[config.mk]
export PLATFORM = sky130hd
export DESIGN_NAME = wt_cache_guard
export DESIGN_NICKNAME = d
export VERILOG_FILES = /design/src/rtl/wtc_pkg.sv /design/src/rtl/wtc_wl_drive.sv /design/src/rtl/wtc_wl_guard.sv /design/src/rtl/wtc_line_array.sv /design/src/rtl/wt_cache_guard.sv
export SDC_FILE = /design/constraint.sdc
export NUM_CORES = 2
export LEC_CHECK = 0
export CAP_MARGIN = 20
export CORE_MARGIN = 2
export CORE_UTILIZATION = 56
export CTS_CLUSTER_DIAMETER = 80
export DETAILED_ROUTE_END_ITERATION = 8
export GPL_TIMING_DRIVEN = 0
export PLACE_DENSITY_LB_ADDON = 0.05
export RECOVER_POWER = 100
export SYNTH_ARGS = -nofsm -noshare
export SYNTH_HDL_FRONTEND = slang
export SYNTH_HIERARCHICAL = 1
export SYNTH_SLANG_ARGS = --single-unit
[constraint.sdc]
create_clock -name clk -period 8.8 [get_ports clk]
set_clock_uncertainty 0.05 [all_clocks]
set_input_delay 1.76 -clock clk [delete_from_list [all_inputs] [get_ports clk]]
set_output_delay 1.76 -clock clk [all_outputs]
set_load 0.02 [all_outputs]
[src/rtl/wtc_pkg.sv]
package wtc_pkg;
  typedef enum logic [2:0] {
    ST_IDLE,
    ST_WR,
    ST_RD1,
    ST_RD2,
    ST_FILL
  } wtc_state_e;

  function automatic logic even_par(input logic [63:0] v);
    return ^v;
  endfunction
endpackage

[src/rtl/wtc_wl_drive.sv]
module wtc_wl_drive #(
  parameter int IDX_W = 6,
  localparam int LINES = 1 << IDX_W
) (
  input  logic [IDX_W-1:0] idx,
  input  logic [LINES-1:0] flt_mask,
  output logic [LINES-1:0] wl
);
  for (genvar g = 0; g < LINES; g++) begin : g_row
    assign wl[g] = (idx == IDX_W'(g)) ^ flt_mask[g];
  end
endmodule

[src/rtl/wtc_wl_guard.sv]
module wtc_wl_guard #(
  parameter int IDX_W = 6,
  localparam int LINES = 1 << IDX_W,
  localparam int CNT_W = IDX_W + 1
) (
  input  logic [LINES-1:0] wl,
  input  logic [IDX_W-1:0] idx,
  output logic             cnt_err,
  output logic             idx_err,
  output logic             any_line,
  output logic [IDX_W-1:0] enc
);
  logic [CNT_W-1:0] cnt;

  always_comb begin
    cnt = '0;
    for (int i = 0; i < LINES; i++) begin
      cnt = cnt + CNT_W'(wl[i]);
    end
  end

  always_comb begin
    enc = '0;
    for (int i = LINES - 1; i >= 0; i--) begin
      if (wl[i]) enc = IDX_W'(i);
    end
  end

  assign any_line = |wl;
  assign cnt_err  = (cnt != CNT_W'(1));
  assign idx_err  = (cnt == CNT_W'(1)) && (enc != idx);
endmodule

[src/rtl/wtc_line_array.sv]
module wtc_line_array #(
  parameter int ENT_W = 37,
  parameter int IDX_W = 6,
  localparam int LINES = 1 << IDX_W
) (
  input  logic             clk,
  input  logic             rst,
  input  logic             we,
  input  logic [IDX_W-1:0] waddr,
  input  logic [ENT_W-1:0] wdata,
  input  logic             re,
  input  logic [IDX_W-1:0] raddr,
  output logic [ENT_W-1:0] rdata
);
  logic [ENT_W-1:0] ram [LINES];

  always_ff @(posedge clk) begin
    if (we) ram[waddr] <= wdata;
  end

  always_ff @(posedge clk) begin
    if (re) rdata <= ram[raddr];
  end

  // one operation at a time, so the ports are never used together
  a_r10_port_excl: assert property (@(posedge clk) disable iff (rst) !(we && re));
endmodule

[src/rtl/wt_cache_guard.sv]
module wt_cache_guard
  import wtc_pkg::*;
#(
  parameter int ADDR_W = 10,
  parameter int IDX_W  = 6,
  parameter int DATA_W = 32,
  localparam int LINES = 1 << IDX_W,
  localparam int TAG_W = ADDR_W - IDX_W,
  localparam int ENT_W = TAG_W + 1 + DATA_W
) (
  input  logic              clk,
  input  logic              rst,
  input  logic              req_valid,
  output logic              req_ready,
  input  logic              req_we,
  input  logic [ADDR_W-1:0] req_addr,
  input  logic [DATA_W-1:0] req_wdata,
  input  logic [LINES-1:0]  flt_wl_mask,
  input  logic [DATA_W-1:0] flt_data_mask,
  output logic              rsp_valid,
  output logic [DATA_W-1:0] rsp_data,
  output logic              mem_wr_valid,
  output logic [ADDR_W-1:0] mem_wr_addr,
  output logic [DATA_W-1:0] mem_wr_data,
  output logic              mem_rd_req,
  output logic [ADDR_W-1:0] mem_rd_addr,
  input  logic              mem_rd_valid,
  input  logic [DATA_W-1:0] mem_rd_data
);
  wtc_state_e        st;
  logic [ADDR_W-1:0] s_addr;
  logic [DATA_W-1:0] s_wdata;
  logic [LINES-1:0]  s_wlmask;
  logic [DATA_W-1:0] s_dmask;
  logic [LINES-1:0]  valid;

  logic [IDX_W-1:0]  s_idx;
  logic [TAG_W-1:0]  s_tag;
  logic [LINES-1:0]  idx_oh;
  logic [LINES-1:0]  wl;
  logic              cnt_err, idx_err, any_line, perr;
  logic [IDX_W-1:0]  enc;

  logic              arr_we, arr_re;
  logic [IDX_W-1:0]  arr_waddr;
  logic [ENT_W-1:0]  arr_wdata, arr_rdata;

  logic [TAG_W-1:0]  e_tag;
  logic              e_par;
  logic [DATA_W-1:0] e_data;
  logic              par_ok, hit;

  assign s_idx  = s_addr[IDX_W-1:0];
  assign s_tag  = s_addr[ADDR_W-1:IDX_W];
  assign idx_oh = LINES'(1) << s_idx;

  wtc_wl_drive #(.IDX_W(IDX_W)) u_drive (
    .idx      (s_idx),
    .flt_mask (s_wlmask),
    .wl       (wl)
  );

  wtc_wl_guard #(.IDX_W(IDX_W)) u_guard (
    .wl       (wl),
    .idx      (s_idx),
    .cnt_err  (cnt_err),
    .idx_err  (idx_err),
    .any_line (any_line),
    .enc      (enc)
  );

  assign perr = cnt_err | idx_err;

  // array port control: writes follow the driven word line, fills use the clean index
  assign arr_re    = (st == ST_RD1);
  assign arr_we    = ((st == ST_WR) && any_line) || ((st == ST_FILL) && mem_rd_valid);
  assign arr_waddr = (st == ST_FILL) ? s_idx : enc;
  assign arr_wdata = (st == ST_FILL)
                   ? {s_tag, ^mem_rd_data, mem_rd_data}
                   : {s_tag, ^s_wdata, s_wdata ^ s_dmask};

  wtc_line_array #(.ENT_W(ENT_W), .IDX_W(IDX_W)) u_array (
    .clk   (clk),
    .rst   (rst),
    .we    (arr_we),
    .waddr (arr_waddr),
    .wdata (arr_wdata),
    .re    (arr_re),
    .raddr (enc),
    .rdata (arr_rdata)
  );

  assign e_data = arr_rdata[DATA_W-1:0];
  assign e_par  = arr_rdata[DATA_W];
  assign e_tag  = arr_rdata[ENT_W-1:DATA_W+1];
  assign par_ok = ((^e_data) == e_par);
  assign hit    = valid[s_idx] && (e_tag == s_tag) && par_ok && !perr;

  assign req_ready = (st == ST_IDLE);

  always_ff @(posedge clk) begin
    if (rst) begin
      st           <= ST_IDLE;
      s_addr       <= '0;
      s_wdata      <= '0;
      s_wlmask     <= '0;
      s_dmask      <= '0;
      valid        <= '0;
      rsp_valid    <= 1'b0;
      rsp_data     <= '0;
      mem_wr_valid <= 1'b0;
      mem_wr_addr  <= '0;
      mem_wr_data  <= '0;
      mem_rd_req   <= 1'b0;
      mem_rd_addr  <= '0;
    end else begin
      rsp_valid    <= 1'b0;
      mem_wr_valid <= 1'b0;
      unique case (st)
        ST_IDLE: begin
          if (req_valid) begin
            s_addr   <= req_addr;
            s_wdata  <= req_wdata;
            s_wlmask <= flt_wl_mask;
            s_dmask  <= flt_data_mask;
            st       <= req_we ? ST_WR : ST_RD1;
          end
        end
        ST_WR: begin
          mem_wr_valid <= 1'b1;
          mem_wr_addr  <= s_addr;
          mem_wr_data  <= s_wdata;
          if (perr) valid <= valid & ~wl & ~idx_oh;
          else      valid <= valid | idx_oh;
          st <= ST_IDLE;
        end
        ST_RD1: st <= ST_RD2;
        ST_RD2: begin
          if (hit) begin
            rsp_valid <= 1'b1;
            rsp_data  <= e_data;
            st        <= ST_IDLE;
          end else begin
            if (perr) valid <= valid & ~wl & ~idx_oh;
            else      valid <= valid & ~idx_oh;
            mem_rd_req  <= 1'b1;
            mem_rd_addr <= s_addr;
            st          <= ST_FILL;
          end
        end
        ST_FILL: begin
          if (mem_rd_valid) begin
            mem_rd_req <= 1'b0;
            valid      <= valid | idx_oh;
            rsp_valid  <= 1'b1;
            rsp_data   <= mem_rd_data;
            st         <= ST_IDLE;
          end
        end
        default: st <= ST_IDLE;
      endcase
    end
  end

  // a response is a single-cycle pulse
  a_r2_rsp_pulse: assert property (@(posedge clk) disable iff (rst)
    rsp_valid |=> !rsp_valid);

  // refill request and address hold until served
  a_r3_rd_hold: assert property (@(posedge clk) disable iff (rst)
    (mem_rd_req && !mem_rd_valid) |=> (mem_rd_req && $stable(mem_rd_addr)));

  // never ready while a refill is outstanding
  a_r10_busy: assert property (@(posedge clk) disable iff (rst)
    mem_rd_req |-> !req_ready);

  // an accepted write produces a write-through beat two edges later
  a_r5_wt_beat: assert property (@(posedge clk) disable iff (rst)
    (req_valid && req_ready && req_we) |-> ##2 mem_wr_valid);

  // a faulty write leaves no driven line valid
  a_r9_inval: assert property (@(posedge clk) disable iff (rst)
    (st == ST_WR && perr) |=> ((valid & $past(wl)) == '0));
endmodule

* Word level (Yosys, flattened, before mapping)
Memory sizes are Yosys's and may differ from the RTL's. A register that Yosys moved wholly into a read port is not among the register bits.
Index checks and enable logic that the tools add are counted.
** Operators by class
- Add/subtract/negate cells :: 63
- Order comparisons :: 1
- Equality and inequality tests :: 76
- Shift-type cells :: 1
- Multiplexer cells :: 90
- Bitwise gates (word level) :: 73
- Reductions and logical operators :: 22
** Operators with widths (number)
- adder 7 x 1 -> 7 bit :: 62
- two-way mux 6 bit :: 65
- two-way mux 64 bit :: 4
- AND 64 bit :: 3
- == test 6 bit (second input constant) :: 32
- case mux 64 bit (3 select lines) :: 1
- inverter 64 bit :: 2
- == test 6 x 5 -> 1 bit (second input constant) :: 16
- XOR reduction 32 bit :: 3
- two-way mux 32 bit :: 2
- bitwise OR 64 bit :: 1
- case mux 32 bit (2 select lines) :: 1
- OR reduction 64 bit :: 1
- << shifter 1 x 6 -> 64 bit (first input constant) :: 1
- XOR 1 bit :: 64
- == test 6 x 4 -> 1 bit (second input constant) :: 8
- two-way mux 33 bit :: 1
- XOR 32 bit :: 1
- == test 6 x 3 -> 1 bit (second input constant) :: 4
- == test 6 x 2 -> 1 bit (second input constant) :: 2
- case mux 3 bit (4 select lines) :: 1
- two-way mux 3 bit :: 3
- AND reduction 3 bit :: 3
- two-way mux 1 bit :: 8
- 25 further kinds :: 37
** Word-level totals
- Flip-flop bits (word level) :: 292
- Memory bits (writable) :: 2368
- Input port bits :: 175
- Output and inout port bits :: 88
- Logic and storage cells :: 340
- Memories :: 1
** Memory list
- u_array.ram :: depth 64, width 37, read ports 1, clocked after memory_dff 1, wr ports 1, line wtc_line_array.sv:15 : logic [ENT_W-1:0] ram [LINES];

* Logic depth before layout (Yosys ltp)
- Word-level depth :: 73
- Mapped depth :: 34
- Mapped depth without buffers :: 31

* Cells and area by module
The synthesis kept the hierarchy.
** Modules (own cells, without submodules)
- wtc_line_array :: times used 1, cells each 3922, area an instance 90835.9 µm², sequential area each 72219.3 µm²
- wt_cache_guard :: times used 1, cells each 1694, area an instance 13475.4 µm², sequential area each 5845.6 µm²
- wtc_wl_guard :: times used 1, cells each 332, area an instance 2795.2 µm², sequential area each 0.0 µm²
- wtc_wl_drive :: times used 1, cells each 160, area an instance 1081.0 µm², sequential area each 0.0 µm²

* Worst setup path before layout
Ideal clock, no wire load.
- Path type :: register -> register
- Start point :: reg s_addr[3]
- End point :: reg rsp_data[11]
- Setup time :: 70 ps
- Arrival :: 8247 ps
- Data required time :: 8680 ps
- Setup slack :: 433 ps
- Stages on the path, launching flop included :: 34
- Buffers on the path :: 3
- Clock period less this slack :: 8367 ps
- Cell sequence :: dfxtp_1 buf_2 nand4b_1 nor2_1 xor2_1 fa_1 fa_1 inv_1 fa_1 inv_1 fa_1 inv_1 fa_1 inv_1 fa_1 inv_1 fa_1 fa_1 inv_1 ha_1 inv_1 fa_1 a211o_1 a21oi_1 nand4b_1 or2_2 nor2_1 nand4_1 nor4_4 nand4_1 buf_2 buf_6 a22o_1 a21oi_1
** On the way
- Elaborated cells between the ends (all ways) :: 268
- Those cells by class :: add/sub (63); eq/ne (67); mux (66); bitwise (65); reduce/logical (7)
** RTL lines
- from (decl) :: line wt_cache_guard.sv:31 : logic [ADDR_W-1:0] s_addr;
- from (signal assigned) :: line wt_cache_guard.sv:122 : s_addr <= req_addr;
- == test 6 bit :: line wtc_wl_drive.sv:10 : assign wl[g] = (idx == IDX_W'(g)) ^ flt_mask[g];
- XOR 1 bit :: line wtc_wl_drive.sv:10
- net wl[61] :: line wt_cache_guard.sv:40 : logic [LINES-1:0] wl;
- adder 7 x 1 -> 7 bit (3 in a row) :: line wtc_wl_guard.sv:18 : cnt = cnt + CNT_W'(wl[i]);
- inequality test 7 x 1 -> 1 bit :: line wtc_wl_guard.sv:30 : assign cnt_err = (cnt != CNT_W'(1));
- net cnt_err :: line wt_cache_guard.sv:41 : logic cnt_err, idx_err, any_line, perr;
- bitwise OR 1 bit :: line wt_cache_guard.sv:72 : assign perr = cnt_err | idx_err;
- logical NOT 1 bit :: line wt_cache_guard.sv:97 : assign hit = valid[s_idx] && (e_tag == s_tag) && par_ok && !perr;
- logical AND 1 bit :: line wt_cache_guard.sv:97
- inequality test 2 bit (no line)
- AND reduction 3 bit (no line)
- to (signal assigned) :: line wt_cache_guard.sv:141 : rsp_data <= e_data;
- to (signal assigned) :: line wt_cache_guard.sv:156 : rsp_data <= mem_rd_data;
- to (decl) :: line wt_cache_guard.sv:21 : output logic [DATA_W-1:0] rsp_data,
The timed path passes the listed nets, and every way through them passes these cells. The select of a mux whose other input is x is not followed.
A chain may end at the register's enable or synchronous reset.

* Worst setup path in the final report
- Start point :: reg s_addr[2]
- End point :: reg rsp_data[27]
** On the way
- Elaborated cells between the ends (all ways) :: 268
- Those cells by class :: add/sub (63); eq/ne (67); mux (66); bitwise (65); reduce/logical (7)
** RTL lines (line)
- == test 6 x 1 -> 1 bit :: wtc_wl_drive.sv:10
- XOR 1 bit :: wtc_wl_drive.sv:10
- net wl[1] :: wt_cache_guard.sv:40
- adder 1 x 1 -> 2 bit :: wtc_wl_guard.sv:18
- adder 7 x 1 -> 7 bit (62 in a row) :: wtc_wl_guard.sv:18
- inequality test 7 x 1 -> 1 bit :: wtc_wl_guard.sv:30
- net cnt_err :: wt_cache_guard.sv:41
- bitwise OR 1 bit :: wt_cache_guard.sv:72
- logical NOT 1 bit :: wt_cache_guard.sv:97
- logical AND 1 bit :: wt_cache_guard.sv:97
- inequality test 2 bit (no line)
- AND reduction 3 bit (no line)
The timed path passes the listed nets, and every way through them passes these cells. The select of a mux whose other input is x is not followed.

==> flow_metrics.tcl <==
set metrics [dict create \
    status "complete, but fails checks" \
    violations "max-capacitance violations, max-slew violations, negative setup slack" \
    final_cell_mix "edfxtp_1 (2,405), mux4_2 (574), nand2_1 (540), clkbuf_1 (349), clkbuf_16 (306)" \
    r2r-end "rsp_data[27]" \
    place.gp.congestion 0.9574 \
    critPathBufInv 10 \
    crit_type "reg2reg" \
    fillCellCount 13120 \
    p_per_area_mw_per_mm2 286.8 \
    coreArea_sq_mm 0.1922 \
    synth_top_family_by_area "multiplexers" \
    cp.required_ns 9.60 \
    slew_violations 2474 \
    grt_max_degree 69 \
    worst-slew-pin-transition_ns 4.283 \
    synth_edf_count 2405 \
    synth.cell_area_sq_mm 0.1082 \
    synthMuxAreaShare_pct 13.00 \
    ios 263 \
    async_reset_ff_share_pct 0 \
    max_stage_delay_ns 0.54 \
    fmax_mhz 107.7 \
    path_clk_slew_ns 0.06 \
    synth.distinct_cells 78 \
    top_layer_used "met5" \
    wl_per_cell_um 36.07 \
    clk_latency_ns 0.94 \
    cts_root_buf "clkbuf_16" \
    critPathLaunchType "register" \
    fin_ws_ns -0.4858 \
    synth_cells 6108 \
    drc 0 \
    syn_nets 6353 \
    crit_slowest_cell "fa_1" \
    viasPerCell 6.677 \
    cts.sinks 2697 \
    ant_nets 0 \
    tritoncts "yes" \
    synth-simple-area-share_pct 4.863 \
    synth-main-ff-cell "edfxtp_1" \
    synth_area_per_cell_sq_um 17.71 \
    gr-total-overflow 0 \
    period_share_pct 105.5 \
    cp_max_fo 8 \
    final_cell_area_sq_mm 0.1277 \
    maxCapViolCount 80 \
    whs_endpoint "mem_wr_addr[5]" \
    die_area_sq_mm 0.1967 \
    grt_pass1_wl_mm 482.6 \
    total_power_mw 36.63 \
    tns_ns -41.26 \
    wl_met1_mm 131.1 \
    hpwlAfterDp_mm 245.4 \
    wl_met2_mm 156.9 \
    antenna_found_initial 18 \
    p_leak_nw 40.44 \
    synth_seq_area_share_pct 72.16 \
    ir_worst_vdd_v 0.0002947 \
    crit_start "s_addr[2]" \
    hp-class "reg2reg" \
    htreeDepth 5 \
    detailroute.wirelength.met3_mm 41.00 \
    cp.arrival_ns 10.09 \
    rr_worst_depth 33 \
    synth_fa_ha_area_share_pct 1.184 \
    port_buffers 261 \
    cts_buffer_depth 4 \
    drt_iter0_drc 9285 \
    slew_headroom_pct -188.5 \
    post_dp_cell_area_sq_mm 0.1181 \
    first_pass_iters 9 \
    initial_core_util_pct 56.30 \
    seq_area_sq_mm 0.07809 \
    routed_wl_mm 348.9 \
    multiInputGateArea_sq_mm 0.02969 \
    final_common_cell "edfxtp_1" \
    final-hold-violation-count 0 \
    vias 64580 \
    syn_to_final_growth_pct 18.03 \
    yosys_warnings 6 \
    rsz0062_at_grt "true" \
    final_layout_size_suffix_gt1_share_pct 21.77 \
    cts_made_buffers 293 \
    crit_top_cell "fa_1" \
    die_w_um 443.5 \
    r2r_setup_slack_ns -0.49 \
    hp-start "mem_wr_addr[5]" \
    worst_setup_path_end_kind "register" \
    nets 7185 \
    synth_xor_area_share_pct 1.575 \
    grt_pass1_vias 62810 \
    r2r-start "s_addr[2]" \
    placementRows 161 \
    fp.dieH_um 443.5 \
    dp_slack_ns -2.569 \
    crit_family "adder cells" \
    worstHoldPathCells 2 \
    synth_seq_cells 2697 \
    setup_viol 109 \
    grtUsageTotal_pct 35.46 \
    synth_compound_area_share_pct 5.281 \
    period_minus_slack_ns 9.286 \
    fin_util_pct 66.44 \
]
[per-layer routing]
metal | vias up | track usage (%)
met1 | 33690 | 49.72
met5 | - | 0
met3 | 782 | 8.573
li1 | 26020 | -
met2 | 4073 | 53.59
met4 | 12 | 15.49
[area by class of cell]
class                           instances  area share [%]
Clock buffer                          376           6.215
Multi-Input combinational cell       2959           23.25
Tap cell                             2526           2.475
Buffer                                369           1.567
Antenna cell                            9         0.01764
Timing Repair Buffer                  537           4.367
Inverter                               83          0.2440
Clock inverter                        116          0.7026
Sequential cell                      2697           61.16
[registers in the layout (all words and copies together) (netlist names), 32 cells and up]
name,count
mem_wr_data,32
u_array/ram,2368
s_dmask,32
s_wdata,32
valid,64
u_array/rdata,37
rsp_data,32
s_wlmask,64
[report_power, final]
group / leakage, nW / internal, mW / switching [mW]
combinational: 11.9 / 3.59 / 6.69
clock: 4.29 / 6.71 / 4.85
sequential: 24.3 / 14.7 / 0.126
[synth_stat cells (24+ instances only)]
cell	n	share of area, %
nand2b_1	55	0.32
nor3_1	49	0.23
a211oi_1	113	0.78
clkbuf_1	225	0.78
o22ai_1	140	0.81
mux2i_1	101	0.93
o22a_1	24	0.19
nor4_1	42	0.24
o21ai_0	94	0.43
buf_2	67	0.31
xnor2_1	162	1.3
nor2b_1	61	0.35
fa_1	54	1.0
nand2_1	548	1.9
dfxtp_1	292	5.4
a22o_1	51	0.41
xor2_1	30	0.24
nand3_1	86	0.40
nor2_1	166	0.58
o221ai_1	29	0.23
inv_1	83	0.29
a21oi_1	310	1.4
edfxtp_1	2405	67
a22oi_1	69	0.48
mux4_2	574	12
buf_4	35	0.24
[how the worst max path moves through the flow]
stage,to,cells after the start
after floorplan,rsp_data[11],33
after global placement,u_array/ram[49][12],11
after detailed placement,rsp_data[27],31
after CTS,rsp_data[22],35
after global routing,rsp_data[25],36
final,rsp_data[27],33
[through the flow]
step	hold slack [ns]	cells
finish	0.4017	9672
global route	0.4188	9664
global placement	0.3938	8895
floorplan	0.3981	6108
detailed placement	0.3982	9072
CTS	0.4062	9639
[cell families after synthesis]
logic type	count (synthesis)
mux	686
buf+inv	452
xor+xnor	193
compound gates	894
flops	2697
fa+ha+maj	70
simple gates	1116
[repair_timing]
item,4_1_cts,5_1_grt
resized for setup,216,54
buffers inserted,66,17
pin swaps,74,22
gates cloned,9,1
setup endpoints to repair,109,109
hold buffers,0,0
[worst min-delay path: cells and delay by family (launching register included)]
kind / cells / cell delay (ns)
compound gates: 1 / 0.05
simple gates: 1 / 0.05
flops: 1 / 0.30
Power figures use the tool's default switching activity.
